$ cat src/rtl/spi_regs_pkg.sv
package spi_regs_pkg;
  localparam int BYTE_W = 8;
  localparam int ADDR_W = 5;
  localparam logic [1:0] OP_READ  = 2'b00;
  localparam logic [1:0] OP_WRITE = 2'b10;

  typedef struct packed {
    logic [1:0]        op;
    logic              rsv;
    logic [ADDR_W-1:0] addr;
  } cmd_t;
endpackage

$ cat src/rtl/spi_sync_edge.sv
module spi_sync_edge #(
  parameter int         W       = 3,
  parameter logic [W-1:0] RST_VAL = '0
) (
  input  logic         clk,
  input  logic         rst_n,
  input  logic [W-1:0] din,
  output logic [W-1:0] q,
  output logic [W-1:0] rise,
  output logic [W-1:0] fall
);
  for (genvar i = 0; i < W; i++) begin : g_bit
    logic s1, s2, s3;
    always_ff @(posedge clk or negedge rst_n) begin
      if (!rst_n) begin
        s1 <= RST_VAL[i];
        s2 <= RST_VAL[i];
        s3 <= RST_VAL[i];
      end else begin
        s1 <= din[i];
        s2 <= s1;
        s3 <= s2;
      end
    end
    assign q[i]    = s2;
    assign rise[i] = s2 & ~s3;
    assign fall[i] = ~s2 & s3;
  end
endmodule

$ cat src/rtl/spi_rx_frame.sv
module spi_rx_frame
  import spi_regs_pkg::*;
#(
  parameter int FBW = 6
) (
  input  logic              clk,
  input  logic              rst_n,
  input  logic              cs_act,
  input  logic              cs_start,
  input  logic              sclk_rise,
  input  logic              mosi_s,
  output logic              byte_done,
  output logic [BYTE_W-1:0] rx_byte,
  output logic [FBW-1:0]    frame_bits
);
  localparam int BCW = $clog2(BYTE_W);
  localparam logic [BCW-1:0] LAST_BIT = BCW'(BYTE_W - 1);
  localparam logic [FBW-1:0] FB_MAX = '1;

  logic [BCW-1:0]    bit_cnt;
  logic [BYTE_W-2:0] sh;

  always_ff @(posedge clk or negedge rst_n) begin
    if (!rst_n) begin
      bit_cnt    <= '0;
      sh         <= '0;
      byte_done  <= 1'b0;
      rx_byte    <= '0;
      frame_bits <= '0;
    end else if (cs_start) begin
      bit_cnt    <= '0;
      byte_done  <= 1'b0;
      frame_bits <= '0;
    end else begin
      byte_done <= 1'b0;
      if (cs_act && sclk_rise) begin
        sh      <= {sh[BYTE_W-3:0], mosi_s};
        bit_cnt <= bit_cnt + 1'b1;
        if (frame_bits != FB_MAX) frame_bits <= frame_bits + 1'b1;
        if (bit_cnt == LAST_BIT) begin
          byte_done <= 1'b1;
          rx_byte   <= {sh, mosi_s};
        end
      end
    end
  end

  AST_BYTE_PULSE: assert property (@(posedge clk) disable iff (!rst_n)
    byte_done |=> !byte_done) else $error("byte_done held");
  AST_FRAME_MONO: assert property (@(posedge clk) disable iff (!rst_n)
    (cs_act && !cs_start) |=> (frame_bits >= $past(frame_bits))) else $error("frame_bits fell");
endmodule

$ cat src/rtl/spi_cmd_ctrl.sv
module spi_cmd_ctrl
  import spi_regs_pkg::*;
#(
  parameter int N_CTRL = 8,
  parameter int FBW    = 6
) (
  input  logic              clk,
  input  logic              rst_n,
  input  logic              cs_act,
  input  logic              cs_start,
  input  logic              cs_end,
  input  logic              sclk_fall,
  input  logic              byte_done,
  input  logic [BYTE_W-1:0] rx_byte,
  input  logic [FBW-1:0]    frame_bits,
  input  logic [BYTE_W-1:0] rd_data,
  output logic [ADDR_W-1:0] rd_addr,
  output logic              miso,
  output logic              miso_valid,
  output logic              wr_en,
  output logic [ADDR_W-1:0] wr_addr,
  output logic [BYTE_W-1:0] wr_data
);
  localparam logic [FBW-1:0]  WR_BITS  = FBW'(2 * BYTE_W);
  localparam logic [ADDR_W:0] CTRL_LIM = (ADDR_W + 1)'(N_CTRL);

  cmd_t              cmd;
  logic [ADDR_W-1:0] last_addr;
  logic              addr_known;
  logic              expect_data;
  logic              first_byte;
  logic              frame_wr;
  logic              load_pend;
  logic [BYTE_W-1:0] tx;
  logic              tx_valid;

  assign cmd     = cmd_t'(rx_byte);
  assign rd_addr = last_addr;

  always_ff @(posedge clk or negedge rst_n) begin
    if (!rst_n) begin
      last_addr   <= '0;
      addr_known  <= 1'b0;
      expect_data <= 1'b0;
      first_byte  <= 1'b1;
      frame_wr    <= 1'b0;
      load_pend   <= 1'b0;
      tx          <= '0;
      tx_valid    <= 1'b0;
      wr_en       <= 1'b0;
      wr_addr     <= '0;
      wr_data     <= '0;
    end else begin
      wr_en <= 1'b0;
      if (cs_start) begin
        first_byte  <= 1'b1;
        expect_data <= 1'b0;
        frame_wr    <= 1'b0;
        load_pend   <= 1'b0;
        tx          <= addr_known ? rd_data : '0;
        tx_valid    <= addr_known;
      end else if (cs_end) begin
        load_pend <= 1'b0;
        if (frame_wr && frame_bits == WR_BITS && {1'b0, wr_addr} < CTRL_LIM)
          wr_en <= 1'b1;
      end else if (byte_done) begin
        first_byte <= 1'b0;
        load_pend  <= 1'b1;
        if (expect_data) begin
          expect_data <= 1'b0;
          wr_data     <= rx_byte;
        end else if (cmd.op == OP_READ || cmd.op == OP_WRITE) begin
          last_addr  <= cmd.addr;
          addr_known <= 1'b1;
          if (cmd.op == OP_WRITE) begin
            expect_data <= 1'b1;
            if (first_byte) begin
              frame_wr <= 1'b1;
              wr_addr  <= cmd.addr;
            end
          end
        end
      end else if (cs_act && sclk_fall) begin
        if (load_pend) begin
          tx        <= addr_known ? rd_data : '0;
          tx_valid  <= addr_known;
          load_pend <= 1'b0;
        end else begin
          tx <= {tx[BYTE_W-2:0], 1'b0};
        end
      end
    end
  end

  assign miso       = tx[BYTE_W-1] & cs_act;
  assign miso_valid = tx_valid & cs_act;

  AST_ZERO_WHEN_INVALID: assert property (@(posedge clk) disable iff (!rst_n)
    (cs_act && !tx_valid) |-> !tx[BYTE_W-1]) else $error("invalid data not zero");
  AST_WR_CS_HIGH: assert property (@(posedge clk) disable iff (!rst_n)
    wr_en |-> !cs_act) else $error("write while selected");
  AST_WR_LEN: assert property (@(posedge clk) disable iff (!rst_n)
    wr_en |-> ($past(frame_bits) == WR_BITS)) else $error("write with wrong length");
endmodule

$ cat src/rtl/spi_reg_bank.sv
module spi_reg_bank
  import spi_regs_pkg::*;
#(
  parameter int N_CTRL    = 8,
  parameter int N_STAT    = 4,
  parameter int STAT_BASE = 16
) (
  input  logic                     clk,
  input  logic                     rst_n,
  input  logic                     wr_en,
  input  logic [ADDR_W-1:0]        wr_addr,
  input  logic [BYTE_W-1:0]        wr_data,
  input  logic [ADDR_W-1:0]        rd_addr,
  input  logic [N_STAT*BYTE_W-1:0] stat_d,
  output logic [BYTE_W-1:0]        rd_data,
  output logic [N_CTRL*BYTE_W-1:0] ctrl_q
);
  logic [BYTE_W-1:0] regs [N_CTRL];

  for (genvar i = 0; i < N_CTRL; i++) begin : g_ctrl
    always_ff @(posedge clk or negedge rst_n) begin
      if (!rst_n)                                  regs[i] <= '0;
      else if (wr_en && wr_addr == ADDR_W'(i))     regs[i] <= wr_data;
    end
    assign ctrl_q[i*BYTE_W +: BYTE_W] = regs[i];
  end

  always_comb begin
    rd_data = '0;
    for (int i = 0; i < N_CTRL; i++)
      if (rd_addr == ADDR_W'(i)) rd_data = regs[i];
    for (int j = 0; j < N_STAT; j++)
      if (rd_addr == ADDR_W'(STAT_BASE + j)) rd_data = stat_d[j*BYTE_W +: BYTE_W];
  end

  AST_CTRL_HOLD: assert property (@(posedge clk) disable iff (!rst_n)
    !wr_en |=> $stable(ctrl_q)) else $error("control changed without write");
endmodule

$ cat src/rtl/spi_regs_slave.sv
module spi_regs_slave
  import spi_regs_pkg::*;
#(
  parameter int N_CTRL    = 8,
  parameter int N_STAT    = 4,
  parameter int STAT_BASE = 16
) (
  input  logic                     clk,
  input  logic                     rst_n,
  input  logic                     spi_cs_n,
  input  logic                     spi_sclk,
  input  logic                     spi_mosi,
  output logic                     spi_miso,
  output logic                     spi_miso_valid,
  input  logic [N_STAT*BYTE_W-1:0] stat_d,
  output logic [N_CTRL*BYTE_W-1:0] ctrl_q
);
  localparam int FBW = $clog2(2 * BYTE_W) + 2;

  logic [2:0] pin_q, pin_rise, pin_fall;
  logic cs_act;
  logic byte_done;
  logic [BYTE_W-1:0] rx_byte, rd_data, wr_data;
  logic [FBW-1:0] frame_bits;
  logic [ADDR_W-1:0] rd_addr, wr_addr;
  logic wr_en;

  spi_sync_edge #(.W(3), .RST_VAL(3'b100)) u_sync (
    .clk(clk), .rst_n(rst_n),
    .din({spi_cs_n, spi_sclk, spi_mosi}),
    .q(pin_q), .rise(pin_rise), .fall(pin_fall)
  );

  assign cs_act = ~pin_q[2];

  spi_rx_frame #(.FBW(FBW)) u_rx (
    .clk(clk), .rst_n(rst_n),
    .cs_act(cs_act), .cs_start(pin_fall[2]),
    .sclk_rise(pin_rise[1]), .mosi_s(pin_q[0]),
    .byte_done(byte_done), .rx_byte(rx_byte), .frame_bits(frame_bits)
  );

  spi_cmd_ctrl #(.N_CTRL(N_CTRL), .FBW(FBW)) u_ctrl (
    .clk(clk), .rst_n(rst_n),
    .cs_act(cs_act), .cs_start(pin_fall[2]), .cs_end(pin_rise[2]),
    .sclk_fall(pin_fall[1]),
    .byte_done(byte_done), .rx_byte(rx_byte), .frame_bits(frame_bits),
    .rd_data(rd_data), .rd_addr(rd_addr),
    .miso(spi_miso), .miso_valid(spi_miso_valid),
    .wr_en(wr_en), .wr_addr(wr_addr), .wr_data(wr_data)
  );

  spi_reg_bank #(.N_CTRL(N_CTRL), .N_STAT(N_STAT), .STAT_BASE(STAT_BASE)) u_bank (
    .clk(clk), .rst_n(rst_n),
    .wr_en(wr_en), .wr_addr(wr_addr), .wr_data(wr_data),
    .rd_addr(rd_addr), .stat_d(stat_d),
    .rd_data(rd_data), .ctrl_q(ctrl_q)
  );

  AST_IDLE_QUIET: assert property (@(posedge clk) disable iff (!rst_n)
    spi_cs_n && $past(spi_cs_n) && $past(spi_cs_n, 2) && $past(spi_cs_n, 3)
      |-> !spi_miso && !spi_miso_valid) else $error("output while idle");
endmodule

$ cat config.mk
export PLATFORM = sky130hd
export DESIGN_NAME = spi_regs_slave
export DESIGN_NICKNAME = d
export VERILOG_FILES = /design/src/rtl/spi_regs_pkg.sv /design/src/rtl/spi_sync_edge.sv /design/src/rtl/spi_rx_frame.sv /design/src/rtl/spi_cmd_ctrl.sv /design/src/rtl/spi_reg_bank.sv /design/src/rtl/spi_regs_slave.sv
export SDC_FILE = /design/constraint.sdc
export NUM_CORES = 1
export LEC_CHECK = 0
export BUFFER_PORTS_ARGS = -buffer_cell sky130_fd_sc_hd__buf_2
export CORE_MARGIN = 10
export CORE_UTILIZATION = 53
export CTS_CLUSTER_SIZE = 20
export DETAILED_ROUTE_END_ITERATION = 16
export MAX_ROUTING_LAYER = met4
export PLACE_DENSITY = 0.76
export SLEW_MARGIN = 15
export SYNTH_ARGS = -nofsm -noshare
export SYNTH_HDL_FRONTEND = slang
export SYNTH_SLANG_ARGS = --single-unit
$ cat constraint.sdc
create_clock -name clk -period 2.6 [get_ports clk]
set_input_delay 0.52 -clock clk [delete_from_list [all_inputs] [get_ports clk]]
set_output_delay 0.52 -clock clk [all_outputs]
set_load 0.05 [all_outputs]
==> metrics, run 1 <==
syn nets 605; Setup-failing EPs final 0; first-pass GRT wire length 27700 um; Initial DRC Count 534; status finished, final reports clean; Final min period 2.204 ns; EDFF count, synth 0; vias in the first global route 5209; Routed Antenna Nets 0; initial core utilization between 50% and 60%; final setup TNS 0 ns; ys async rst share 100.0%; post-synthesis sequential area ratio 50.87%; Placed Cells incl. Taps approximately 800; n_diodes 0; Compound-Gate Fraction of Synth Area 11.96%; crit path max fanout 7; RSZ-0062 raised after global routing no; final period utilization 84.77%; # IOs 103; Fin Hold WS 0.03505 ns; area share of xor/xnor cells in the synthesized design 0.5470%; Clock Skew 0.005948 ns; routability cong. 0.9696; most frequent cells in the layout dfrtp_1, buf_2, mux2_2; placeable core area 11910 um^2; Synth Flop Type dfrtp_1; adder-cell share of the synthesized area under 10%; Fin. Hold Viols 0; GRT overflow 0; reg2reg path depth 7; DR DRC count 0; post_cts resized 0; Hold-fix buffers, CTS 0; largest net degree at the start of global routing 64; commonest non-fill, non-tap cell in the layout dfrtp_1; Yosys warnings 0; CTS max path bufs 2; WL final 17240 um; critical path arrival 2.51 ns; Buffers on Ports 102; worst vdd ir 0.0003897 V; final worst slack 0.3959 ns; area grow syn2layout 19.96%; post-synthesis mux area share between 10% and 20%; Crit path required time 2.91 ns; Yosys cell types 60; Total Routing Usage GR 21.87%; Synth area leader dfrtp_1; crit path kind reg -> reg; die height 129.9 um; routed vias about 5000; die area 16880 um^2; DIE WIDTH 129.9 um; Synth Instances ~560; slew of the pin with the lowest slew margin 0.6996 ns; # Max-Cap Violations 0; mapped cell area ~6400 um^2; largest family of logic cells by synthesized area multiplexers; Synth area leaders dfrtp_1, mux2_2, nand2_1; Fmax 453.7 MHz; mean area per synthesized cell 11.40 um^2; clock latency on the worst-skew pair 0.43 ns; initial antenna violation count 0; row count 40; TritonCTS Buffers 17; postcts setup bufs 0; startpoint class of the critical path register; crit end category register; hold crit path type in -> async; power per standard cell area around 630 nW/um^2; share of cells above drive strength 1 38.68%; drt pass-1 iters 6; H-tree levels 4; vias per cell 6.080; Seq cells post-synth 130; Max-slew headroom 53.26%; top cell type's share of synthesized area 49.23%; Leak 3.822 nW; Layout Nets 710; Worst-path clk slew 0.06 ns; Pins Over Slew Limit 0; WL per Instance 20.85 um; CTS tree built; Final Non-Filler Cells approximately 830; Synth Area in Simple Gates around an eighth; CTS sink cnt between 100 and 150; Place WS 0.4261 ns; Detailed Place HPWL 12650 um; Root Driver clkbuf_16
-- flip-flops by register name, summed over array words and instances, names as in the netlist, 2 cells and up --
name             cells
u_bank.ctrl_q       64
u_ctrl.tx            8
u_ctrl.wr_data       8
u_rx.rx_byte         8
u_rx.sh              7
u_rx.frame_bits      6
u_ctrl.rd_addr       5
u_ctrl.wr_addr       5
u_rx.bit_cnt         3
u_sync.g_bit.s1      3
u_sync.g_bit.s2      3
u_sync.g_bit.s3      2
-- path summary, 6_finish.rpt --
path / start / endpoint / slack (ns)
max in group asynchronous: rst_n / u_rx.rx_byte[6]$_DFFE_PN0P_ / 1.74
hold reg to reg: u_sync.g_bit[0].s1$_DFF_PN0_ / u_sync.g_bit[0].s2$_DFF_PN0_ / 0.35
min in group clk: spi_cs_n / u_sync.g_bit[2].s1$_DFF_PN1_ / 0.20
setup reg to reg: u_sync.g_bit[2].s3$_DFF_PN1_ / u_ctrl.wr_addr[4]$_DFFE_PN0P_ / 0.40
setup / recovery: u_sync.g_bit[2].s3$_DFF_PN1_ / u_ctrl.wr_addr[4]$_DFFE_PN0P_ / 0.40
hold / removal: rst_n / u_bank.ctrl_q[17]$_DFFE_PN0P_ / 0.04
-- power by group --
group	total, mW	leakage, nW	internal (mW)	switching [mW]
Combinational	0.197	1.73	0.0873	0.110
Clock	2.51	0.310	1.64	0.864
Sequential	2.12	1.78	2.09	0.0385
Total	4.83	3.82	3.82	1.01
-- worst max-delay path, cell delays in order, from the launching register on --
cell and delay (ns):
dfstp_2 0.53, inv_1 0.04, ha_1 0.24, nand2b_1 0.22
or4_4 0.50, clkinv_4 0.10, nand3_4 0.13, mux2_4 0.33
-- cells in the mapped netlist (5+ instances only) --
| library cell | instances |
|---|---|
| a21oi_1 | 29 |
| ha_1 | 6 |
| nor2_1 | 19 |
| nor3b_1 | 5 |
| mux2i_1 | 9 |
| nand2b_1 | 7 |
| inv_1 | 18 |
| nor3_1 | 10 |
| o21a_1 | 7 |
| o21ai_1 | 5 |
| buf_2 | 12 |
| o31a_1 | 5 |
| o2bb2ai_1 | 5 |
| and3_1 | 6 |
| nand3_1 | 6 |
| a222oi_1 | 5 |
| nor2b_1 | 8 |
| mux2_4 | 5 |
| nand4b_1 | 7 |
| clkbuf_1 | 11 |
| a31oi_1 | 7 |
| dfrtp_1 | 126 |
| mux2_2 | 88 |
| o21ai_0 | 29 |
| nand2_1 | 64 |
-- kinds of logic after synthesis --
logic type,Yosys count
AOI/OAI and AO/OA,117
xor gates and xnor gates,4
adders and majority gates,6
buffers and inverters,49
DFF,130
muxes,104
and+or+nand+nor,152
-- area by class of cell --
class / instances / area (um^2)
inverters: 19 / 76.32
well taps: 147 / 183.9
repair buffers: 116 / 643.1
multi-input cells: 383 / 2902
flip-flops and latches: 130 / 3259
clock buffers: 21 / 460.4
clock inverters: 11 / 158.9
fillers: 920 / 4228
-- stage by stage --
stage          utilization [%]  instance area (um^2)  total power, mW
2_1_floorplan                -                  6405            2.255
3_3_place_gp             59.31                  7064            2.349
3_5_place_dp             59.31                  7064            2.357
4_1_cts                  64.51                  7684            4.859
5_1_grt                  64.51                  7684            4.989
6_report                 64.51                  7684            4.829
-- layer usage --
| metal | global-route usage, % | routed length (um) | vias to the layer above |
|---|---|---|---|
| li1 | - | - | 2250 |
| met1 | 25.23 | 6858 | 2519 |
| met2 | 35.66 | 8679 | 204 |
| met4 | 9.854 | 609 | 0 |
| met3 | 5.274 | 1094 | 55 |
| met5 | - | 0 | - |
(Power assumes the default switching activity.)
==> run 2, diff against run 1 <==
clock period = 2.2 ns   (was 2.6 ns; I/O delays follow)
==> run 2 against run 1 <==
Sequential share of layout area down 0.84 points. Via count down 0.12%. Flip-flop and latch count unchanged. Critical path depth unchanged. Design area up 2.0%. Sequential power up 18%. Non-clock buffer count up 12. Clock power up 29%. Utilization up 1.3 points. Global-route usage up 0.15 points. Total power up 24%. Wire length up 1.4%. Critical endpoint is now u_ctrl.wr_addr[3]$_DFFE_PN0P_. Highest routed layer unchanged.
==> metrics, run 2 (same netlist as run 1, synthesis figures left out) <==
Pins Over Slew Limit 0; Initial DRC Count 548; status finished, final reports clean; Layout Nets 722; Clock Skew 0.005251 ns; switching power of the nets 1.193 mW; share of cells above drive strength 1 about 40%; commonest non-fill, non-tap cell in the layout dfrtp_1; final setup TNS 0 ns; vias per cell roughly 6.0; Final min period 2.105 ns; slew of the pin with the lowest slew margin 0.5540 ns; hold crit path type in -> reg; row count 40; area grow syn2layout 22.39%; TritonCTS Buffers 17; routed vias roughly 5000; # Max-Cap Violations 0; n_diodes 0; sw frac 19.86%; startpoint class of the critical path register; crit path kind reg -> reg; final period utilization 95.67%; Total Routing Usage GR 22.02%; Detailed Place HPWL 12800 um; CTS sink cnt 130; Fin. Hold Viols 0; Reg2Reg Setup Slack 0.1 ns; Logic pwr share 4.0%; routability cong. 0.9582; largest net degree at the start of global routing 44; crit end category register; die height 129.9 um; most frequent cells in the layout dfrtp_1, buf_2, mux2_2; Leak a little under 4 nW; Util after Layout approximately two thirds; Buffers on Ports 102; placeable core area about 12000 um^2; RSZ-0062 raised after global routing no; critical path arrival 2.40 ns; Largest register FFs 64; Fmax 475.1 MHz; Max-slew headroom between 60% and 70%; DR DRC count 0; worst vdd ir ~0.00064 V; Setup-failing EPs final 0; Clk pwr share 54.1%; Worst-path clk slew about 0.05 ns; vias in the first global route 5200; fill count 868; die area 16880 um^2; power per standard cell area 766.3 nW/um^2; Crit path required time around 2.5 ns; Routed Antenna Nets 0; WL per Instance 20.84 um; Flop pwr share a little over two fifths; initial core utilization 53.77%; Root Driver clkbuf_16; H-tree levels 4; clock latency on the worst-skew pair 0.42 ns; CTS max path bufs 2; GRT overflow 0; Storage cell area 3259 um^2; # IOs a little over 100; crit path max fanout 6; DIE WIDTH 129.9 um; CTS tree built; initial antenna violation count 0; first-pass GRT wire length 27840 um; WL final 17490 um; drt pass-1 iters 7; area occupied by multi-input gates 2909 um^2; Int Pwr 4.814 mW
run 2: worst max-delay path: stages, from the launching register on:
cell	delay (ns)
dfstp_2	0.53
inv_1	0.04
ha_1	0.25
nand2b_4	0.17
or4_4	0.45
clkinv_4	0.09
nand3_4	0.13
mux2_4	0.33
run 2: repair_timing:
action                     4_1_cts  5_1_grt
setup endpoints to repair        0        5
hold buffers                     1        0
gates resized for setup          0        1
buffers inserted                 0        2
hold endpoints to repair        11        0
run 2: final cells by class:
type / count / area share [%]
clock inverter: 10 / 2.586
clock buffer: 22 / 6.177
tap: 147 / 2.346
multi-input combinational: 383 / 37.11
timing repair buffer: 128 / 9.226
sequential: 130 / 41.58
inverter: 19 / 0.9737
run 2: metrics by stage:
step	hold slack [ns]	total power [mW]	std cells	area (um^2)	setup WS (ns)
4_1_cts	0.1084	6.032	837	7816	0.04327
2_1_floorplan	0.1444	2.664	562	6405	0.01501
6_report	0.1169	6.007	839	7839	0.09516
3_5_place_dp	0.3090	2.791	804	7119	0.05149
3_3_place_gp	0.3090	2.777	804	7119	0.1153
5_1_grt	0.1121	6.184	839	7839	0.02060
run 2: routing by layer:
metal  wire, um  global-route usage, %  vias to the layer above  part of all wire [%]
met5          0                      -                        -                     0
met2       8683                  36.56                      195                    50
li1           -                      -                     2264                     -
met4        656                  10.38                        0                   3.8
met1       7028                  24.62                     2513                    40
met3       1117                  5.396                       50                   6.4
run 2: worst paths after layout:
path | start | endpoint | depth (start not counted)
max in group asynchronous | rst_n | u_bank.ctrl_q[11]$_DFFE_PN0P_ | 3
min reg2reg | u_sync.g_bit[0].s1$_DFF_PN0_ | u_sync.g_bit[0].s2$_DFF_PN0_ | 0
max reg2reg | u_sync.g_bit[2].s3$_DFF_PN1_ | u_ctrl.wr_addr[3]$_DFFE_PN0P_ | 7
min | spi_cs_n | u_sync.g_bit[2].s1$_DFF_PN1_ | 1
max | u_sync.g_bit[2].s3$_DFF_PN1_ | u_ctrl.wr_addr[3]$_DFFE_PN0P_ | 7
min in group asynchronous | rst_n | u_bank.ctrl_q[49]$_DFFE_PN0P_ | 2
run 2: power by group through the flow:
| stage | Combinational (mW) | Clock, mW | Sequential [mW] |
|---|---|---|---|
| 2_1_floorplan | 0.125 | 0 | 2.54 |
| 3_5_place_dp | 0.236 | 0 | 2.56 |
| 5_1_grt | 0.271 | 3.39 | 2.53 |
| 3_3_place_gp | 0.227 | 0 | 2.55 |
| 4_1_cts | 0.240 | 3.28 | 2.52 |
| 6_report | 0.241 | 3.25 | 2.51 |
==> run 3, diff against run 2 <==
PLACE_DENSITY = 0.75   (was 0.76)
SYNTH_HIERARCHICAL = 1   (was not set)
==> run 3 against run 2 <==
Synthesized cell count fell by 5.0%. Via count decreased by 1.2%. Worst hold slack better by 0.0073 ns. Flip-flop and latch count unchanged. Count of clock-buffer cells in the layout is 3 lower. Final cell count shrank 2.3%. Area after synthesis up 0.82%. Die area up 0.69%. First-iteration DRC count fell by 18%. Largest cell class unchanged.
==> metrics, run 3 <==
Util after Layout 67.06%; Area after DPL 7281 um^2; worst hold start spi_cs_n; final worst slack 0.09854 ns; Crit path required time about 2.5 ns; n_diodes 0; worst vdd ir 0.0007144 V; Setup-failing EPs final 0; fill count around 920; Largest register FFs 64; # IOs 103; Worst-path clk slew approximately 0.050 ns; Routed Antenna Nets 0; mapped cell area 6457 um^2; syn nets between 500 and 600; power per standard cell area between 700 and 800 nW/um^2; crit path kind reg -> reg; slew of the pin with the lowest slew margin 0.6598 ns; Final min period 2.101 ns; DR DRC count 0; postcts setup bufs 0; placeable core area 11960 um^2; die area 17000 um^2; critical path arrival 2.40 ns; clock latency on the worst-skew pair 0.42 ns; CTS tree built; drt pass-1 iters 5; CTS sink cnt 130; crit path max fanout 10; routability cong. approximately 0.92; Detailed Place HPWL between 10000 and 15000 um; final setup TNS 0 ns; vias in the first global route 5032; Clock Skew 0.009050 ns; WL per Instance around 24 um; Crit Reg-Reg Startpoint u_ctrl/rd_addr[1]$_DFFE_PN0P_; TritonCTS Buffers 17; Yosys warnings 6; largest net degree at the start of global routing 48; Tot Pwr 5.858 mW; Fmax roughly 480 MHz; Fin Hold WS 0.1243 ns; first-pass GRT wire length 30040 um; die height roughly 130 um; routed vias 4964; initial core utilization 53.99%; row count 40; area grow syn2layout 24.22%; final period utilization 95.52%; Max-slew headroom 55.91%; Place WS 0.05866 ns; crit end category register; H-tree levels 4; Placed Cells incl. Taps 787; startpoint class of the critical path register; CTS max path bufs 2; initial antenna violation count 0; hold crit path type in -> reg; most frequent cells in the layout dfrtp_1, mux2_2, buf_2; Buffers on Ports 102; Total Routing Usage GR between 20% and 30%; Storage cell area 3261 um^2; # Max-Cap Violations 0; commonest non-fill, non-tap cell in the layout dfrtp_1; design area 8021 um^2; Leak 3.985 nW; status finished, final reports clean; CP startpoint u_ctrl/rd_addr[1]$_DFFE_PN0P_; mean area per synthesized cell ~12 um^2; Pins Over Slew Limit 0; Initial DRC Count 447; Synth Instances 534; Root Driver clkbuf_16; Layout Nets 700; GRT overflow 0; Final Non-Filler Cells between 800 and 900; share of cells above drive strength 1 45.47%; vias per cell 6.054; DIE WIDTH 130.4 um; area occupied by multi-input gates approximately 3000 um^2; WL final 19290 um; Fin. Hold Viols 0; RSZ-0062 raised after global routing no
==> run 3: metal layers <==
layer,track usage (%),vias to the layer above,wire length (um)
met5,-,-,0
met4,8.437,0,438
met3,7.010,37,1422
met2,36.88,198,9078
met1,30.15,2492,8348
li1,-,2237,-
==> run 3: worst max-delay path: stages (launching register included) <==
cell	delay, ns
dfrtp_1	0.41
buf_4	0.20
or4b_4	0.49
o21ai_1	0.11
nand3b_1	0.10
o221ai_1	0.09
o32ai_1	0.13
o211ai_1	0.10
o21ai_1	0.10
mux2_2	0.27
==> run 3: repair_timing <==
action | 4_1_cts | 5_1_grt
hold endpoints to repair | 24 | 0
gates resized for setup | 0 | 20
setup endpoints to repair | 0 | 6
hold buffers | 1 | 0
==> run 3: where the power goes <==
group	switching [mW]	leakage, nW	internal, mW
registers	0.0547	1.78	2.47
clock network	1.07	0.314	2.04
logic	0.118	1.90	0.108
==> run 3: cell type report <==
type | count | share of cell area, %
clock inverter | 13 | 2.574
sequential | 130 | 40.65
multi-input combinational | 358 | 37.58
clock buffer | 19 | 5.522
tap | 147 | 2.293
inverter | 16 | 0.7487
timing repair buffer | 137 | 10.64
==> run 3: worst paths after layout <==
kind                       depth (start not counted)  slack, ns                       endpoint
min in group asynchronous                          2       0.51  u_bank/ctrl_q[28]$_DFFE_PN0P_
max                                                9        0.1       u_ctrl/tx[3]$_DFFE_PN0P_
max reg2reg                                        9        0.1       u_ctrl/tx[3]$_DFFE_PN0P_
min                                                1       0.12   u_sync/g_bit[2].s1$_DFF_PN1_
min reg2reg                                        0       0.35   u_sync/g_bit[1].s2$_DFF_PN0_
max in group asynchronous                          3       1.00   u_sync/g_bit[2].s3$_DFF_PN1_
